<file path="src/rtl/lp_rtc.sv">
module lp_rtc #(
  parameter int CW = 24
) (
  input  logic          clk,
  input  logic          rst_n,
  input  logic          en_i,
  input  logic          dbg_run_i,
  input  logic          dbg_halt_i,
  input  logic          top_sel_i,
  input  logic [CW-1:0] cmp0_i,
  input  logic [CW-1:0] cmp1_i,
  input  logic [2:0]    irq_en_i,
  input  logic [2:0]    flag_clr_i,
  output logic [CW-1:0] count_o,
  output logic [1:0]    match_o,
  output logic          ovf_o,
  output logic [2:0]    flags_o,
  output logic          irq_o
);
  localparam logic [CW-1:0] CMAX = '1;

  logic [CW-1:0] cnt;
  logic          en_q;
  logic          ovf_q;
  logic [2:0]    flags;

  wire          run     = en_i && (dbg_run_i || !dbg_halt_i);
  wire          restart = en_i && !en_q;
  wire [CW-1:0] top     = top_sel_i ? cmp0_i : CMAX;
  wire          at_end  = (cnt == top) || (cnt == CMAX);
  wire          wrap    = run && !restart && at_end;

  assign match_o = {en_i && (cnt == cmp1_i), en_i && (cnt == cmp0_i)};

  always_ff @(posedge clk) begin
    if (!rst_n) begin
      cnt   <= '0;
      en_q  <= 1'b0;
      ovf_q <= 1'b0;
      flags <= '0;
    end else begin
      en_q  <= en_i;
      ovf_q <= wrap;
      flags <= (flags & ~flag_clr_i) | {wrap, match_o};
      if (restart)
        cnt <= '0;
      else if (run)
        cnt <= wrap ? '0 : cnt + 1'b1;
    end
  end

  assign count_o = cnt;
  assign ovf_o   = ovf_q;
  assign flags_o = flags;
  assign irq_o   = |(flags & irq_en_i);


  cnt_step_chk: assert property (@(posedge clk) disable iff (!rst_n)
    (run && !restart && !at_end) |=> (count_o == $past(count_o) + CW'(1)));


  hold_off_chk: assert property (@(posedge clk) disable iff (!rst_n)
    (!en_i) |=> $stable(count_o));


  dbg_pause_chk: assert property (@(posedge clk) disable iff (!rst_n)
    (en_i && en_q && dbg_halt_i && !dbg_run_i) |=> $stable(count_o));


  ovf_zero_chk: assert property (@(posedge clk) disable iff (!rst_n)
    ovf_o |-> (count_o == '0));


  flag_sticky_chk: assert property (@(posedge clk) disable iff (!rst_n)
    1'b1 |=> ((($past(flags_o) & ~$past(flag_clr_i)) & ~flags_o) == 3'b000));
endmodule

</file>
<file path="config.mk">
export PLATFORM = sky130hd
export DESIGN_NAME = lp_rtc
export DESIGN_NICKNAME = d
export VERILOG_FILES = /design/src/rtl/lp_rtc.sv
export SDC_FILE = /design/constraint.sdc
export NUM_CORES = 1
export LEC_CHECK = 0
export BUFFER_PORTS_ARGS = -buffer_cell sky130_fd_sc_hd__buf_2
export CAP_MARGIN = 20
export CORE_MARGIN = 3
export CORE_UTILIZATION = 45
export CTS_BUF_LIST = sky130_fd_sc_hd__clkbuf_8
export CTS_CLUSTER_DIAMETER = 30
export CTS_CLUSTER_SIZE = 40
export DETAILED_ROUTE_END_ITERATION = 10
export GPL_TIMING_DRIVEN = 0
export HOLD_SLACK_MARGIN = 0.15
export PLACE_DENSITY = 0.81
export SLEW_MARGIN = 20
export SYNTH_ARGS = -nofsm -noshare
export SYNTH_HDL_FRONTEND = slang
export SYNTH_SLANG_ARGS = --single-unit
</file>
<file path="constraint.sdc">
create_clock -name clk -period 1.8 [get_ports clk]
set_input_delay 0.36 -clock clk [delete_from_list [all_inputs] [get_ports clk]]
set_output_delay 0.36 -clock clk [all_outputs]
set_load 0.005 [all_outputs]
</file>
# Yosys cells after proc, flatten, opt, wreduce, memory -nomap -nowiden
# Index checks and enable logic that the tools add are counted.
op_classes:
  mux: 2
  n_reduce_logical: 13
  bitwise: 5
  addsub: 1
  eq_ne: 4
op_table:
  columns: ["op", "n"]
  rows:
  - ["$eq A24 B24 Y1", 3]
  - ["$mux W24", 2]
  - ["$add A24 B1 Y24 const B", 1]
  - ["$eq A24 B24 Y1 const B", 1]
  - ["$and A3 B3 Y3", 2]
  - ["$logic_and A1 B1 Y1", 6]
  - ["$logic_not A1 Y1", 3]
  - ["$not A3 Y3", 1]
  - ["$or A3 B3 Y3", 1]
  - ["$reduce_or A3 Y1", 1]
  - ["$logic_or A1 B1 Y1", 2]
  - ["$reduce_or A2 Y1", 1]
  - ["$not A1 Y1", 1]
totals:
  output_inout_bits: 31
  wordCells: 29
  in_bits: 60
  regBits: 29

# Longest topological paths before layout
# Gate-level depths: netlist (run 1).
depth:
  word_depth: 6
  mapped_depth: 8
  depth_no_buf: 7

# Worst setup path after synthesis (run 1)
# OpenSTA, ideal clock, no wires.
synth_timing:
  path_type: "reg-to-reg"
  startpoint: "register cnt[1] (netlist: count_o[1])"
  endpoint: "register cnt[9] (netlist: count_o[9])"
  synth_period_minus_slack_ns: 1.920
  arrival_ns: 1.806
  required_time_ns: 1.685
  path_buffers: 1
  stages_incl_launch_ff: 9
  setup_time_ns: 0.115
  slack_ns: -0.120
  path_cell_list: "dfxtp_1 > ha_1 > and2_1 > nand4_1 > nor3_1 > a41oi_1 > o21ai_2 > buf_6 > nor2_1"
synth_between:
  elab_chain_len: 4
  word_cells_on_any_way: 6
  classes_between: "add/sub (1); eq/ne (2); mux (1); reduce/logical (2)"
synth_lines:
  columns: ["item", "line", "rtl"]
  rows:
  - ["start: declaration", "22", "logic [CW-1:0] cnt;"]
  - ["start signal: assignment", "48", "cnt <= wrap ? '0 : cnt + 1'b1;"]
  - ["parallel branches: the longest is 3 deep, another holds $add A24 B1 Y24", null, null]
  - ["$mux W24 *", "48", null]
# Every way passes the cells marked *.
# A chain may end at the register's enable or synchronous reset.

# Worst setup path after layout (run 1)
layout_timing:
  startpoint: "register cnt[18] (netlist: count_o[18])"
  endpoint: "output port match_o[1]"
layout_between:
  elab_chain_len: 2
layout_lines:
  columns: ["item", "line", "rtl"]
  rows:
  - ["$eq A24 B24 Y1", "33", "assign match_o = {en_i && (cnt == cmp1_i), en_i && (cnt == cmp0_i)};"]
  - ["$logic_and A1 B1 Y1", "33", null]
  - ["end: declaration", "15", "output logic [1:0] match_o,"]
# Every way passes these cells.

==> flow_summary.ini, run 1 <==
[cells_and_area]
layout-drive-gt1-share_pct = 52.51
design_area_mm2 = 0.003390
num_antenna_cells = 0
fin_util_pct = 76.27
fillers = 282
synthToLayoutAreaGrowth_pct = 59.82
final_nets = 458

[synth]
synth_cell_types = 46
avgSynthCellArea_um2 = 7.768
yosysWarnings = 0
syn-num-nets = 334
syn_inst = 273
synth_area_mm2 = 0.002121
synthTopCellsByArea = dfxtp_1, xor2_1, xnor2_1
synth_top_area_cell = dfxtp_1
synth-main-ff-cell = dfxtp_1
async_flop_share_pct = 0
synth_top_area_share_pct = 27.37
synth_seq_area_share_pct = 27.37
synth_seq_cells = 29
synth-edff-count = 0

[route]
drt.antenna.violating_nets = 0
wl_per_cell_um = 20.28
vias_per_cell = 6.029
drc = 0
routed_wl_um = 9126
drtIter0Drc = 368
vias = 2713
dr.pass1.iters = 5

[pwr]
p_sw_mw = 0.4161
clkPwrFrac_pct = 37.0
power.density_mw_per_mm2 = 422.3
switching_share_pct = 29.07
p_int_mw = 1.015
p_leak_nw = 1.501
p_seq_share_pct = 44.5
ir_worst_vdd_mv = 0.5158
pwr-share-comb_pct = 18.4

[setup_path]
cp-start-kind = register
timing.rr.end = count_o[23]$_SDFFE_PP0P_
endpoint_kind = primary output
required_ns = 1.44
r2r_cells = 9
arrival_ns = 1.86
worstPathMaxFanout = 8
timing.rr.start = count_o[11]$_SDFFE_PP0P_
critPathKind = register to primary output
r2r_slack_ns = -0.37

[timing]
whs_ns = 0.3679
fin_crit_sh_pct = 123.2
tightestPinTransition_ns = 0.3931
hold_viol_final = 0
slew_viol_final = 0
rsz0062_at_grt = yes
finalSetupViolCount = 28
skew_ns = 0.003314
relSlewSlack_pct = 73.59
period_minus_slack_ns = 2.217
timing.final.ws_setup_ns = -0.4174
final.setup.tns_ns = -8.185
fmaxAchievable_ghz = 0.4510

[cts]
path_clk_slew_ns = 0.06
root_buffer = clkbuf_8
cts.sinks = 29
clock_latency_ns = 0.30
cts_buffers = 5
htree_levels = 2
clock_path_buffers = 2
cts_tree = yes

[global_route]
overflow = 0
grt_antenna_before_repair = 0
grt_usage_pct = 27.96
grt_pass1_wl_um = 11710
grt_max_degree = 11
grt_pass1_vias = 2484

[place]
dpl_cell_area_mm2 = 0.002660
hpwl_um = 5114
portBuffers = 89
place_ws_ns = -0.5111
gp_congestion = 0.8889

[floorplan]
fp.dieW_um = 74.65
die_area_mm2 = 0.005573
fp.dieH_um = 74.65
initial_core_util_pct = 47.72
coreArea_mm2 = 0.004444
num_io_pins = 91
rows = 24

[outcome]
status = finished, violations left
failed_checks = negative setup slack

[min_path]
hold_start = rst_n
holdPathEnd = flags_o[2]$_SDFF_PN0_
hold_class = input pin to register
hold_depth = 2

[run]
maxCapViolCount = 0
[metal layers]
| metal | global-route usage [%] | share of wire, % | vias up |
|---|---|---|---|
| li1 | - | - | 1178 |
| met1 | 32.17 | 36 | 1244 |
| met2 | 47.02 | 46 | 212 |
| met3 | 7.343 | 11 | 79 |
| met4 | 15.61 | 7.2 | 0 |
| met5 | 0 | 0 | - |
[cell usage in the layout (no fill, tap or decap), types with 7 or more instances in the layout]
master and instances:
buf_6 13, nand2_1 17, buf_2 90, nor2_1 11, xnor2_1 22, nand2b_1 16, nor2b_1 13, inv_1 21
nor2_4 9, nand4_1 12, dfxtp_2 12, buf_4 26, nor2_2 10, xor2_1 26, dfxtp_1 10, nand3_1 8
dfxtp_4 7
[sequential cells by signal, indices dropped and copies added, names as in the netlist]
signal   cells
ovf_o        1
count_o     24
en_q         1
flags_o      3
[cell families after synthesis]
kind of cell	Yosys count	share of synthesized area (%)
fa+ha+maj	1	0.5899
xor+xnor	50	20.65
compound gates	31	11.56
buf+inv	35	7.846
simple gates	127	31.98
flops	29	27.37
[per-stage QoR]
| stage | power (mW) | instances |
|---|---|---|
| final | 1.431 | 450 |
| after global routing | 1.461 | 450 |
| after CTS | 1.380 | 437 |
| after detailed placement | 0.8453 | 414 |
| after global placement | 0.8424 | 414 |
| after floorplan | 0.7461 | 273 |
[cell usage after synthesis (all sizes together) (5+ instances only)]
library cell and number:
clkbuf 5, o2111ai 5, nor3 6, nor2b 14
nand4 12, dfxtp 29, xnor2 23, nand2b 16
xor2 27, buf 11, inv 19, nor2 30
nand2 17, nor4 8, o21ai 5, nand3 11
[worst max-delay path, cell delays in order, from the launching register on]
cell and delay (ns):
dfxtp_2 0.48, xor2_1 0.12, nor4_2 0.35, nand4_1 0.22
nor4_4 0.21, buf_2 0.17
[power groups by stage]
stage / clock network [mW] / registers [mW] / logic [mW]
CTS: 0.513 / 0.644 / 0.224
detailed placement: 0 / 0.661 / 0.184
floorplan: 0 / 0.660 / 0.0856
finish: 0.530 / 0.637 / 0.264
global placement: 0 / 0.661 / 0.182
global route: 0.549 / 0.637 / 0.275
[timing repair]
item / CTS / global route
resized for setup: 52 / 62
setup buffers: 16 / 17
pin swaps: 14 / 26
gates cloned: 2 / 0
hold buffers: 0 / 0
endpoints found under the setup margin: 30 / 30
[area by class of cell]
type / count / area, µm² / area share (%)
flip-flops and latches: 29 / 621.8 / 18.35
well taps: 52 / 65.06 / 1.920
multi-input cells: 209 / 1699 / 50.13
inverters: 19 / 71.32 / 2.104
plain buffers: 10 / 110.1 / 3.248
clock inverters: 3 / 11.26 / 0.3322
repair buffers: 123 / 742.0 / 21.89
clock buffers: 5 / 68.82 / 2.030
[worst max path at each step]
| stage | from | to | slack [ns] | depth (start not counted) |
|---|---|---|---|---|
| floorplan | count_o[12]$_SDFFE_PP0P_ | count_o[9]$_SDFFE_PP0P_ | -0.05 | 8 |
| global placement | count_o[10]$_SDFFE_PP0P_ | match_o[1] | -0.49 | 6 |
| detailed placement | count_o[1]$_SDFFE_PP0P_ | count_o[14]$_SDFFE_PP0P_ | -0.51 | 8 |
| CTS | count_o[21]$_SDFFE_PP0P_ | match_o[1] | -0.45 | 5 |
| global route | count_o[6]$_SDFFE_PP0P_ | match_o[1] | -0.44 | 5 |
| finish | count_o[18]$_SDFFE_PP0P_ | match_o[1] | -0.42 | 5 |
Note: power is estimated with default switching activity, not from simulation.
==> run 2: changes to the inputs <==
Settings changed: CORE_UTILIZATION 45 to 43, CTS_BUF_LIST sky130_fd_sc_hd__clkbuf_8 to not set, PLACE_DENSITY 0.81 to 0.78, SLEW_MARGIN 20 to 0.
==> run 2 against run 1 <==
The flow still finishes with violations (negative setup slack). Critical path depth grew 1. Final cell count grew 3.3%. Via count grew 1.3%. Fmax shrank 0.84%. Combinational power grew 5%. Routed wire length shrank 2.4%. Sequential power shrank 0.6%. Flip-flop and latch count is the same. Clock skew grew 0.0065 ns. Clock power grew 16%. Hold slack gained 0.015 ns. Critical endpoint is now match_o[0]. Largest power group unchanged. Highest routed layer unchanged.
==> flow_summary.ini, run 2 (synthesized netlist as in run 1, its figures left out) <==
[route]
drc = 0
drt.antenna.violating_nets = 0
routed_wl_um = 8906
wl_met3_um = 1000
vias_per_cell = 5.908
dr.pass1.iters = 5
drtIter0Drc = 368
top_layer_used = met4
wl_per_cell_um = 19.15
drt-met1-wl_um = 3294
route.met2.wl_um = 4269
vias = 2747

[floorplan]
coreArea_mm2 = 0.004564
fp.dieW_um = 76.23
num_io_pins = 91
fp.dieH_um = 76.23
die_area_mm2 = 0.005811
rows = 24
initial_core_util_pct = 46.46

[global_route]
grt_antenna_before_repair = 0
grt_max_degree = 11
grt_usage_pct = 25.82
grt_pass1_vias = 2437
overflow = 0
grt_pass1_wl_um = 12080

[place]
gp_congestion = 0.9773
portBuffers = 89
placed_cells = 427
hpwl_um = 5246
dpl_cell_area_mm2 = 0.002676

[cts]
cts_buffers = 5
clock_path_buffers = 2
clock_latency_ns = 0.29
root_buffer = clkbuf_8
hold_buffers = 0
cts.sinks = 29
cts_tree = yes
htree_levels = 2
path_clk_slew_ns = 0.06

[setup_path]
critPathKind = register to primary output
required_ns = 1.44
r2r_cells = 10
worstPathMaxFanout = 7
arrival_ns = 1.88
critPathLaunch = count_o[13]$_SDFFE_PP0P_
endpoint = match_o[0]
cp-start-kind = register
endpoint_kind = primary output
timing.rr.end = count_o[4]$_SDFFE_PP0P_
r2r_slack_ns = -0.34
timing.rr.start = count_o[19]$_SDFFE_PP0P_

[cells_and_area]
design_area_mm2 = 0.003432
largest_reg_flops = 24
final_nets = 460
num_antenna_cells = 0
layout_commonest_cell = buf_2
synthToLayoutAreaGrowth_pct = 61.83
fin_util_pct = 75.19
final_cell_mix = buf_2, xor2_1, buf_4, xnor2_1, buf_6
finalNonFillerCells = 465
layout-drive-gt1-share_pct = 53.00

[timing]
fin_crit_sh_pct = 124.2
fmaxAchievable_ghz = 0.4472
slew_viol_final = 0
hold_viol_final = 0
rsz0062_at_grt = yes
finalSetupViolCount = 29
timing.final.ws_setup_ns = -0.4362
whs_ns = 0.3830
skew_ns = 0.009828
tightestPinTransition_ns = 0.6356
period_minus_slack_ns = 2.236
relSlewSlack_pct = 57.30

[min_path]
hold_depth = 2
hold_class = input pin to register

[pwr]
p_leak_nw = 1.497
power_mw = 1.522
power.density_mw_per_mm2 = 443.5
ir_worst_vdd_mv = 0.2239

[outcome]
status = finished, violations left
failed_checks = negative setup slack

[run]
maxCapViolCount = 0
## run 2: cell types whose count changed in the layout (fill, tap and decap cells not counted), moves of 3 or more
cell      change
nor2_4        -8
nor2_2        +7
buf_6         +6
nand2b_1      -4
nand2b_4      +4
buf_4         -3
dfxtp_2       -3
dfxtp_4       +3
inv_1         -3
## run 2: cell type report
class                           instances  area [µm²]
Timing Repair Buffer                  124       773.2
Fill cell                             303        1132
Tap cell                               65       81.33
Inverter                               19       71.32
Sequential cell                        29       629.4
Multi-Input combinational cell        209        1654
Clock inverter                          1       5.005
Buffer                                 11       121.4
Clock buffer                            7       96.34
## run 2: how the worst min path moves through the flow
stage,from,endpoint,slack (ns)
after detailed placement,count_o[9]$_SDFFE_PP0P_,count_o[9]$_SDFFE_PP0P_,0.55
final,rst_n,flags_o[1]$_SDFF_PN0_,0.38
after global routing,rst_n,flags_o[1]$_SDFF_PN0_,0.38
after floorplan,rst_n,count_o[0]$_SDFFE_PP0P_,0.48
after global placement,count_o[9]$_SDFFE_PP0P_,count_o[9]$_SDFFE_PP0P_,0.54
after CTS,en_i,en_q$_SDFF_PN0_,0.37
## run 2: stage by stage
| step | setup slack, ns | TNS [ns] |
|---|---|---|
| final | -0.4362 | -8.885 |
| after CTS | -0.5071 | -9.689 |
| after global routing | -0.4612 | -10.90 |
| after global placement | -0.5245 | -11.64 |
| after detailed placement | -0.4904 | -12.43 |
| after floorplan | -0.04671 | -0.7241 |
## run 2: metal layers
layer,global-route usage (%),vias to the layer above
met1,32.83,1295
met4,10.33,0
li1,-,1184
met2,42.27,222
met5,0,-
met3,5.674,46
## run 2: critical path: stages, from the launching register on
cell and delay (ns):
dfxtp_4 0.39, nand2b_1 0.18, o2111ai_4 0.17, nor4_4 0.34, nand3_1 0.18, nor3_4 0.19, buf_2 0.15
## run 2: where the power goes
group,internal [mW],switching [mW]
clock,0.345,0.268
combinational,0.133,0.144
sequential,0.629,0.00365
total,1.11,0.415
## run 2: what timing repair did
| action | in CTS | in global routing |
|---|---|---|
| resized for setup | 45 | 66 |
| buffers inserted | 24 | 20 |
| endpoints found under the setup margin | 30 | 29 |
| pin swaps | 24 | 15 |
| cloned | 2 | 0 |
==> run 3: changes to the inputs <==
Settings changed: CELL_PAD_IN_SITES_DETAIL_PLACEMENT set to 1, CELL_PAD_IN_SITES_GLOBAL_PLACEMENT set to 2, CORE_UTILIZATION 43 to 23.
==> run 3 against run 2 <==
The run still ends with negative setup slack left. Global-route usage down 9.2 points. Non-clock buffer count down 6. Register-to-register slack is essentially flat. Critical path depth unchanged. Setup slack worse by 0.032 ns. Largest power group unchanged. First-iteration DRC count shrank 83%. Combinational power shrank 7%. Sequential share of layout area shrank 0.44 points. Flip-flop and latch count unchanged.
==> flow_summary.ini, run 3 (synthesized netlist as in run 1, its figures left out) <==
[setup_path]
r2r_slack_ns = -0.33
r2r_cells = 8
critPathLaunch = count_o[14]$_SDFFE_PP0P_
timing.rr.end = count_o[5]$_SDFFE_PP0P_
required_ns = 1.44
cp-start-kind = register
arrival_ns = 1.91
timing.rr.start = count_o[12]$_SDFFE_PP0P_
worstPathMaxFanout = 2
endpoint = match_o[0]
endpoint_kind = primary output
critPathKind = register to primary output

[timing]
finalSetupViolCount = 28
fin_crit_sh_pct = 126.0
tightestPinTransition_ns = 0.4855
fmaxAchievable_ghz = 0.4409
timing.final.ws_setup_ns = -0.4683
rsz0062_at_grt = yes
period_minus_slack_ns = 2.268
skew_ns = 0.008217
hold_viol_final = 0
whs_ns = 0.3741
slew_viol_final = 0
relSlewSlack_pct = 67.20

[cts]
htree_levels = 2
cts.sinks = 29
hold_buffers = 0
path_clk_slew_ns = 0.07
clock_latency_ns = 0.28
cts_buffers = 5
root_buffer = clkbuf_8
cts_tree = yes
clock_path_buffers = 2

[cells_and_area]
layout-drive-gt1-share_pct = 50.76
fillers = 1086
multi_input_area_mm2 = 0.001664
synthToLayoutAreaGrowth_pct = 62.54
regArea_um2 = 616.8
num_antenna_cells = 0
layout_commonest_cell = buf_2
final_nets = 454
fin_util_pct = 38.96
largest_reg_flops = 24
final_cell_mix = buf_2, xor2_1, xnor2_1, buf_4

[floorplan]
num_io_pins = 91
fp.dieH_um = 102.0
rows = 34
coreArea_mm2 = 0.008848
fp.dieW_um = 102.0
initial_core_util_pct = 23.97
die_area_mm2 = 0.01041

[route]
top_layer_used = met4
drt.antenna.violating_nets = 0
wl_met3_um = 533
dr.pass1.iters = 4
routed_wl_um = 8787
wl_per_cell_um = 17.50
drc = 0
route.met2.wl_um = 4299
vias = 2426
drtIter0Drc = 64
drt-met1-wl_um = 3831
vias_per_cell = 4.833

[run]
maxCapViolCount = 0

[global_route]
grt_usage_pct = 16.64
grt_max_degree = 11
grt_pass1_vias = 2524
grt_pass1_wl_um = 13280
grt_antenna_before_repair = 0
overflow = 0

[min_path]
hold_depth = 2
hold_class = input pin to register

[pwr]
power_mw = 1.504
p_seq_share_pct = 42.3
switching_share_pct = 26.61
ir_worst_vdd_mv = 0.1868
clkPwrFrac_pct = 40.5
p_int_mw = 1.104
power.density_mw_per_mm2 = 436.3
p_sw_mw = 0.4002
pwr-share-comb_pct = 17.2
p_leak_nw = 1.497

[outcome]
status = finished, violations left
failed_checks = negative setup slack

[place]
gp_congestion = 0.8128
hpwl_um = 6636
portBuffers = 89
-- run 3: power groups by stage --
stage	combinational [mW]	sequential (mW)	clock (mW)
after floorplan	0.0856	0.660	0
after global placement	0.193	0.661	0
after detailed placement	0.196	0.661	0
after CTS	0.243	0.642	0.629
after global routing	0.281	0.637	0.651
final	0.258	0.637	0.609
-- run 3: through the flow --
stage	TNS, ns	instance area (µm²)	cells	setup WS (ns)
detailed placement	-14.71	2730	470	-0.6014
floorplan	-0.7241	2150	273	-0.04671
finish	-7.989	3447	502	-0.4683
CTS	-9.186	3192	491	-0.5385
global placement	-13.77	2730	470	-0.6464
global route	-10.36	3447	502	-0.5524
-- run 3: cell type report --
cell class / count / area share, %
Multi-Input combinational cell: 209 / 48.28
Timing Repair Buffer: 116 / 20.83
Clock buffer: 7 / 2.795
Sequential cell: 29 / 17.89
Clock inverter: 1 / 0.1452
Inverter: 19 / 2.142
Buffer: 13 / 3.993
Tap cell: 108 / 3.920
-- run 3: worst min path at each step --
stage,startpoint,to,slack [ns]
after global routing,flag_clr_i[0],flags_o[0]$_SDFF_PN0_,0.40
after detailed placement,count_o[13]$_SDFFE_PP0P_,count_o[13]$_SDFFE_PP0P_,0.59
final,en_i,en_q$_SDFF_PN0_,0.37
after global placement,count_o[13]$_SDFFE_PP0P_,count_o[13]$_SDFFE_PP0P_,0.57
after CTS,en_i,en_q$_SDFF_PN0_,0.37
after floorplan,rst_n,count_o[0]$_SDFFE_PP0P_,0.48
-- run 3: worst max-delay path, stage by stage (launching register included) --
cell and delay [ns]:
dfxtp_4 0.37, nor2b_2 0.04, a2111o_1 0.42, nor4_4 0.31, nand3_1 0.12, nor3_2 0.19
buf_2 0.16
-- run 3: what timing repair did --
item,CTS,global route
gates resized for setup,59,43
buffers inserted,14,13
pin swaps,20,22
cloned,2,0
endpoints found under the setup margin,30,29
-- run 3: metal layers --
metal,global-route usage (%),vias up
met5,0,-
met3,3.413,11
met1,21.26,1178
met4,3.431,0
li1,-,1166
met2,28.99,71
